[config.mk]
export PLATFORM = sky130hd
export DESIGN_NAME = lane_deskew_buffer
export DESIGN_NICKNAME = d
export VERILOG_FILES = /design/src/rtl/ldb_pkg.sv /design/src/rtl/lmfc_phaser.sv /design/src/rtl/lane_fifo.sv /design/src/rtl/release_ctrl.sv /design/src/rtl/lane_deskew_buffer.sv
export SDC_FILE = /design/constraint.sdc
export NUM_CORES = 2
export LEC_CHECK = 0
export ABC_AREA = 1
export BUFFER_PORTS_ARGS = -buffer_cell sky130_fd_sc_hd__buf_2
export CORE_UTILIZATION = 40
export CTS_BUF_LIST = sky130_fd_sc_hd__clkbuf_4 sky130_fd_sc_hd__clkbuf_8
export CTS_CLUSTER_SIZE = 24
export DETAILED_ROUTE_END_ITERATION = 6
export GPL_TIMING_DRIVEN = 0
export SLEW_MARGIN = 10
export SYNTH_ARGS = -nofsm -noshare
export SYNTH_HDL_FRONTEND = slang
export SYNTH_HIERARCHICAL = 1
export SYNTH_SLANG_ARGS = --single-unit
[constraint.sdc]
create_clock -name clk -period 11.1 [get_ports clk]
set_input_delay 1.11 -clock clk [delete_from_list [all_inputs] [get_ports clk]]
set_output_delay 1.11 -clock clk [all_outputs]
set_load 0.05 [all_outputs]
[src/rtl/ldb_pkg.sv]
package ldb_pkg;
  typedef enum logic [1:0] {
    RS_WAIT  = 2'd0,
    RS_DELAY = 2'd1,
    RS_RUN   = 2'd2
  } rel_state_e;
endpackage

[src/rtl/lmfc_phaser.sv]
// Local multiframe counter. The period comes from the framing values.
// The phase is taken from the first SYSREF rising edge.
module lmfc_phaser #(
  parameter int K_W = 8,
  parameter int F_W = 4
) (
  input  logic           clk,
  input  logic           rst_n,
  input  logic           sysref,
  input  logic [K_W-1:0] cfg_k,
  input  logic [F_W-1:0] cfg_f,
  output logic           wrap,
  output logic           phased,
  output logic           phase_err
);
  localparam int PROD_W = K_W + F_W;
  localparam int CNT_W  = PROD_W - 2;

  logic [PROD_W-1:0] prod;
  logic [CNT_W-1:0]  len;
  logic [CNT_W-1:0]  last;
  logic [CNT_W-1:0]  cnt_q, cnt_d;
  logic              sref_q;
  logic              phased_d;
  logic              perr_d;
  logic              sref_edge;

  always_comb begin
    prod      = {{F_W{1'b0}}, cfg_k} * {{K_W{1'b0}}, cfg_f};
    len       = prod[PROD_W-1:2];
    last      = (len == '0) ? '0 : len - 1'b1;
    wrap      = (cnt_q >= last);
    sref_edge = sysref & ~sref_q;
  end

  always_comb begin
    cnt_d    = cnt_q;
    phased_d = phased;
    perr_d   = phase_err;
    if (sref_edge && !phased) begin
      cnt_d    = '0;
      phased_d = 1'b1;
    end else if (wrap) begin
      cnt_d = '0;
    end else begin
      cnt_d = cnt_q + 1'b1;
    end
    if (sref_edge && phased && !wrap) begin
      perr_d = 1'b1;
    end
  end

  always_ff @(posedge clk or negedge rst_n) begin
    if (!rst_n) begin
      cnt_q     <= '0;
      sref_q    <= 1'b0;
      phased    <= 1'b0;
      phase_err <= 1'b0;
    end else begin
      cnt_q     <= cnt_d;
      sref_q    <= sysref;
      phased    <= phased_d;
      phase_err <= perr_d;
    end
  end
endmodule

[src/rtl/lane_fifo.sv]
// Per-lane elastic FIFO. Writing starts at the first marker after phasing.
// Overflow and underflow flags are sticky.
module lane_fifo #(
  parameter int DATA_W = 32,
  parameter int DEPTH  = 32
) (
  input  logic                       clk,
  input  logic                       rst_n,
  input  logic                       phased,
  input  logic                       mfs,
  input  logic                       valid,
  input  logic [DATA_W-1:0]          wr_data,
  input  logic                       rd_en,
  output logic [DATA_W-1:0]          head,
  output logic [$clog2(DEPTH):0]     level,
  output logic                       started,
  output logic                       full,
  output logic                       ovf_flag,
  output logic                       udf_flag,
  output logic                       err_set
);
  localparam int PTR_W = $clog2(DEPTH);
  localparam int LVL_W = PTR_W + 1;
  localparam logic [PTR_W-1:0] PTR_LAST = PTR_W'(DEPTH - 1);
  localparam logic [LVL_W-1:0] LVL_FULL = LVL_W'(DEPTH);

  logic [DATA_W-1:0] mem [DEPTH];
  logic [PTR_W-1:0]  wr_ptr, wr_ptr_d;
  logic [PTR_W-1:0]  rd_ptr, rd_ptr_d;
  logic [LVL_W-1:0]  level_d;
  logic              started_d;
  logic              wr_req, wr_do, rd_do, empty;
  logic              ovf_set, udf_set;

  always_comb begin
    full      = (level == LVL_FULL);
    empty     = (level == '0);
    started_d = started | (phased & mfs);
    wr_req    = started_d & valid;
    rd_do     = rd_en & ~empty;
    wr_do     = wr_req & (~full | rd_do);
    ovf_set   = wr_req & ~wr_do;
    udf_set   = rd_en & empty;
    err_set   = ovf_set | udf_set;
    head      = mem[rd_ptr];
  end

  always_comb begin
    wr_ptr_d = wr_ptr;
    rd_ptr_d = rd_ptr;
    level_d  = level;
    if (wr_do) begin
      wr_ptr_d = (wr_ptr == PTR_LAST) ? '0 : wr_ptr + 1'b1;
    end
    if (rd_do) begin
      rd_ptr_d = (rd_ptr == PTR_LAST) ? '0 : rd_ptr + 1'b1;
    end
    case ({wr_do, rd_do})
      2'b10:   level_d = level + 1'b1;
      2'b01:   level_d = level - 1'b1;
      default: level_d = level;
    endcase
  end

  always_ff @(posedge clk) begin
    if (wr_do) begin
      mem[wr_ptr] <= wr_data;
    end
  end

  always_ff @(posedge clk or negedge rst_n) begin
    if (!rst_n) begin
      wr_ptr   <= '0;
      rd_ptr   <= '0;
      level    <= '0;
      started  <= 1'b0;
      ovf_flag <= 1'b0;
      udf_flag <= 1'b0;
    end else begin
      wr_ptr   <= wr_ptr_d;
      rd_ptr   <= rd_ptr_d;
      level    <= level_d;
      started  <= started_d;
      ovf_flag <= ovf_flag | ovf_set;
      udf_flag <= udf_flag | udf_set;
    end
  end
endmodule

[src/rtl/release_ctrl.sv]
// Waits for all lanes, then for a counter wrap, then for the offset,
// and then reads all lanes on every cycle.
module release_ctrl
  import ldb_pkg::*;
#(
  parameter int OFS_W = 8
) (
  input  logic             clk,
  input  logic             rst_n,
  input  logic             wrap,
  input  logic             all_started,
  input  logic             halt,
  input  logic [OFS_W-1:0] cfg_ofs,
  output logic             rd_en,
  output logic             first_rd,
  output logic             released
);
  rel_state_e       state_q, state_d;
  logic [OFS_W-1:0] ofs_q, ofs_d;

  always_comb begin
    state_d  = state_q;
    ofs_d    = ofs_q;
    rd_en    = 1'b0;
    first_rd = 1'b0;
    case (state_q)
      RS_WAIT: begin
        if (all_started && wrap && !halt) begin
          state_d = RS_DELAY;
          ofs_d   = cfg_ofs;
        end
      end
      RS_DELAY: begin
        if (ofs_q == '0) begin
          rd_en    = 1'b1;
          first_rd = 1'b1;
          state_d  = RS_RUN;
        end else begin
          ofs_d = ofs_q - 1'b1;
        end
      end
      RS_RUN: begin
        rd_en = 1'b1;
      end
      default: state_d = RS_WAIT;
    endcase
    released = (state_q == RS_RUN);
  end

  always_ff @(posedge clk or negedge rst_n) begin
    if (!rst_n) begin
      state_q <= RS_WAIT;
      ofs_q   <= '0;
    end else begin
      state_q <= state_d;
      ofs_q   <= ofs_d;
    end
  end
endmodule

[src/rtl/lane_deskew_buffer.sv]
module lane_deskew_buffer #(
  parameter int NUM_LANES = 4,
  parameter int LANE_W    = 32,
  parameter int DEPTH     = 32,
  parameter int K_W       = 8,
  parameter int F_W       = 4,
  parameter int OFS_W     = 8,
  localparam int FILL_W   = $clog2(DEPTH) + 1
) (
  input  logic                          clk,
  input  logic                          rst_n,
  input  logic                          sysref,
  input  logic [K_W-1:0]                cfg_k,
  input  logic [F_W-1:0]                cfg_f,
  input  logic [OFS_W-1:0]              cfg_rel_ofs,
  input  logic [NUM_LANES*LANE_W-1:0]   lane_data,
  input  logic [NUM_LANES-1:0]          lane_valid,
  input  logic [NUM_LANES-1:0]          lane_mfs,
  output logic [NUM_LANES*LANE_W-1:0]   out_data,
  output logic                          out_valid,
  output logic [NUM_LANES*FILL_W-1:0]   rel_fill,
  output logic [NUM_LANES-1:0]          ovf_flag,
  output logic [NUM_LANES-1:0]          udf_flag,
  output logic                          misalign,
  output logic                          sysref_phase_err
);
  logic                        wrap, phased;
  logic                        rd_en, first_rd, released;
  logic [NUM_LANES-1:0]        started_v, full_v, err_set_v;
  logic [NUM_LANES*LANE_W-1:0] head_v;
  logic [NUM_LANES*FILL_W-1:0] level_v;
  logic                        any_err, mis_set, err_set;
  logic                        out_valid_d;
  logic [NUM_LANES*LANE_W-1:0] out_data_d;
  logic [NUM_LANES*FILL_W-1:0] rel_fill_d;

  lmfc_phaser #(.K_W(K_W), .F_W(F_W)) u_lmfc (
    .clk       (clk),
    .rst_n     (rst_n),
    .sysref    (sysref),
    .cfg_k     (cfg_k),
    .cfg_f     (cfg_f),
    .wrap      (wrap),
    .phased    (phased),
    .phase_err (sysref_phase_err)
  );

  for (genvar g = 0; g < NUM_LANES; g++) begin : g_lane
    lane_fifo #(.DATA_W(LANE_W), .DEPTH(DEPTH)) u_fifo (
      .clk      (clk),
      .rst_n    (rst_n),
      .phased   (phased),
      .mfs      (lane_mfs[g]),
      .valid    (lane_valid[g]),
      .wr_data  (lane_data[g*LANE_W +: LANE_W]),
      .rd_en    (rd_en),
      .head     (head_v[g*LANE_W +: LANE_W]),
      .level    (level_v[g*FILL_W +: FILL_W]),
      .started  (started_v[g]),
      .full     (full_v[g]),
      .ovf_flag (ovf_flag[g]),
      .udf_flag (udf_flag[g]),
      .err_set  (err_set_v[g])
    );
  end

  release_ctrl #(.OFS_W(OFS_W)) u_rel (
    .clk         (clk),
    .rst_n       (rst_n),
    .wrap        (wrap),
    .all_started (&started_v),
    .halt        (any_err),
    .cfg_ofs     (cfg_rel_ofs),
    .rd_en       (rd_en),
    .first_rd    (first_rd),
    .released    (released)
  );

  always_comb begin
    any_err     = (|ovf_flag) | (|udf_flag) | misalign;
    mis_set     = ~released & (|full_v);
    err_set     = (|err_set_v) | mis_set;
    out_valid_d = rd_en & ~any_err & ~err_set;
    out_data_d  = rd_en ? head_v : out_data;
    rel_fill_d  = first_rd ? level_v : rel_fill;
  end

  always_ff @(posedge clk or negedge rst_n) begin
    if (!rst_n) begin
      out_data  <= '0;
      out_valid <= 1'b0;
      rel_fill  <= '0;
      misalign  <= 1'b0;
    end else begin
      out_data  <= out_data_d;
      out_valid <= out_valid_d;
      rel_fill  <= rel_fill_d;
      misalign  <= misalign | mis_set;
    end
  end
endmodule

==> results.cfg <==
[status]
status = finished with violations
violations = DRC

[power_and_ir_drop]
ir_drop_mv = 0.135
p_leak_nw = 77.1
p_per_area_nw_per_um2 = 172

[clock_network]
cts_htree_levels = 6
clk_pin_slew_ps = 60
cts_hold_buffers = 5
clock_sinks = 4349
post-cts-setup-buffers = 0
cts_root_buffer = clkbuf_8
cts_tree = yes
cts.path.max_buffers = 4
clk_latency_ps = 1260
cts_inserted_buffers = 715
post_cts_resized = 0

[floorplan]
io_pins = 322
die-area_um2 = 447000
num_rows = 244
fp.dieH_um = 668
die_w_um = 668
start_util = 0.402
core_area_um2 = 442000

[synthesis]
synth-edff-count = 4096
synth_seq_cells = 4349
synthTopCellsByArea = edfxtp_1 (69%), nor2_1 (5.9%), nand2_1 (5.5%)
synth.most_common_cell = edfxtp_1
synth.avg_cell_area_um2 = 11.8
ys.flop_type = edfxtp_1
syn_area_um2 = 178000
syn_nets = 15200
syn_inst = 15000
yosysSeqAreaShare = 0.728
yosysWarnings = 6
synthDominantAreaCellType = edfxtp_1
ys_top_cells_by_count = edfxtp_1 (4096), nor2_1 (2798), nand2_1 (2605), nand3_1 (1635), o21ai_0 (1547)
synth_cell_type_count = 44
async_flop_share = 0.0582
yosys.area.top_type_share = 0.693

[min_path]
min_to = u_rel/ofs_q[4]
hold_depth = 5
min_path_type = in -> reg
worstHoldStart = cfg_rel_ofs[4]

[worst_setup_path]
worstPathRequired_ps = 12280
r2r_end = g_lane[2].u_fifo/mem[3][22]
worst-endpoint-arrival_ps = 6230
end_kind = register
reg2reg_depth = 15
critical_path_class = in -> reg
crit_path_start_kind = input port
r2r_start = u_rel/state_q[1]
rrSetupSlack_ps = 6180
cp_max_fo = 8

[sta]
tightestPinTransition_ps = 1170
setup_viol = 0
rsz0062_at_grt = false
max_freq_ghz = 0.198
min_period_ps = 5050
fin_worst_skew_ps = 64.6
final_max_slew_viol_count = 0
hold_viol = 0
period_share = 0.455
setup_ws_ps = 6050
slew_headroom = 0.223
fin_setup_tns_ps = 0

[route]
wirelength_um = 568000
drc = 27
dr_total_vias = 125000
post_drt_wl_per_cell_um = 24.6
postRouteAntennaNets = 0
via_per_inst = 5.41
dr.pass1.iters = 7
drt_iter0_drc = 16200

[final_layout]
nets = 16800
drive_above_1_share = 0.168
area_delta_synth_final_pct = 15.9

[global_route]
grt_usage = 0.246
grt_pass1_vias = 116000
grt_overflow = 0
grt_max_degree = 86
grt_pass1_wl_um = 805000
antenna_found_initial = 17

[placement]
gp_congestion = 0.887
post-place-ws_ps = 4720
port-buffer-count = 319
hpwl_um = 398000

[job]
maxCapViolations = 0
[cell type report]
cell class	count	area, um2
well taps	5904	7390
flip-flops and latches	4349	129000
repair buffers	839	6150
plain buffers	876	4410
multi-input cells	9402	43100
inverters	363	1360
diodes	18	45.0
fillers	39900	236000
clock buffers	1014	12200
clock inverters	284	1830
[critical path, stage by stage]
cell,delay (ps)
clkbuf_1,290
nand2_1,130
fa_1,510
inv_1,50
fa_1,520
inv_1,60
fa_1,550
nand2_1,70
a21oi_1,160
nand3_1,150
nor2_2,140
nand3_1,120
o21bai_1,170
nand3_2,80
ha_1,320
nand2_1,70
nor2_1,140
o211ai_1,100
and3_1,290
inv_1,350
nand3_1,140
and2_1,200
a21oi_2,340
nand2_1,100
nand2_1,80
[registers in the layout, indices dropped and copies added, names as in the netlist]
| register | cells |
|---|---|
| g_lane.u_fifo/rd_ptr | 20 |
| u_lmfc/phase_err | 1 |
| u_lmfc/phased | 1 |
| out_data | 128 |
| g_lane.u_fifo/udf_flag | 4 |
| rel_fill | 24 |
| out_valid | 1 |
| g_lane.u_fifo/started | 4 |
| misalign | 1 |
| u_lmfc/sref_q | 1 |
| u_lmfc/cnt_q | 10 |
| g_lane.u_fifo/level | 24 |
| g_lane.u_fifo/mem | 4096 |
| u_rel/state_q | 2 |
| g_lane.u_fifo/wr_ptr | 20 |
| g_lane.u_fifo/ovf_flag | 4 |
| u_rel/ofs_q | 8 |
[logic make-up (layout without fill, tap and decap cells)]
| family | Yosys count | count (layout) | share of synthesized area |
|---|---|---|---|
| buffers and inverters | 1239 | 3376 | 0.0325 |
| DFF | 4349 | 4349 | 0.728 |
| AOI/OAI and AO/OA | 1879 | 1879 | 0.0534 |
| and+or+nand+nor | 7247 | 7247 | 0.167 |
| adders and majority gates | 94 | 94 | 0.00730 |
| xor gates and xnor gates | 30 | 30 | 0.00148 |
| muxes | 152 | 152 | 0.00964 |
| other | 0 | 18 | 0 |
[cell usage in the layout, fill, tap and decap left out, drive strengths merged, types with 234 or more instances in the layout]
cell type and count:
a21oi 274, buf 1460, clkbuf 1264, clkinv 234, dfrtp 253, edfxtp 4096
inv 389, nand2 2622, nand3 1647, nor2 2805, o21ai 1594
[per-stage QoR]
step	instance area [um2]	hold slack, ps	utilization	power (mW)	cells
global placement	187000	465	0.422	21.6	21200
detailed placement	192000	463	0.434	21.8	21700
floorplan	178000	452	-	20.6	15000
CTS	206000	12.4	0.466	35.6	23000
global route	206000	82.5	0.466	36.6	23000
finish	206000	145	0.466	35.5	23000
[report_power, final]
group | total [mW] | internal, mW | switching (mW)
logic | 2.44 | 0.632 | 1.81
registers | 19.1 | 18.8 | 0.242
clock network | 14.0 | 7.41 | 6.56
total | 35.5 | 26.9 | 8.61
[worst max-delay path by stage]
| stage | startpoint | to | slack, ps | cells after the start |
|---|---|---|---|---|
| 6_report | cfg_f[2] | u_rel/ofs_q[3] | 6050 | 25 |
| 5_1_grt | cfg_f[2] | u_rel/ofs_q[2] | 5630 | 25 |
| 4_1_cts | u_rel/state_q[1] | g_lane[2].u_fifo/mem[24][17] | 5960 | 14 |
| 3_5_place_dp | cfg_f[2] | u_rel/ofs_q[3] | 4720 | 25 |
| 3_3_place_gp | u_rel/state_q[1] | g_lane[2].u_fifo/mem[16][28] | 1160 | 10 |
| 2_1_floorplan | cfg_f[2] | u_rel/state_q[0] | 5910 | 26 |
[routing by layer]
metal | wire length [um] | up-vias | track usage
met2 | 259000 | 6877 | 0.388
met3 | 55400 | 1041 | 0.0398
met5 | 23 | - | 0
met1 | 228000 | 60900 | 0.340
met4 | 25200 | 4 | 0.102
li1 | - | 55800 | -
No activity file was read; power rests on OpenSTA's default activity.
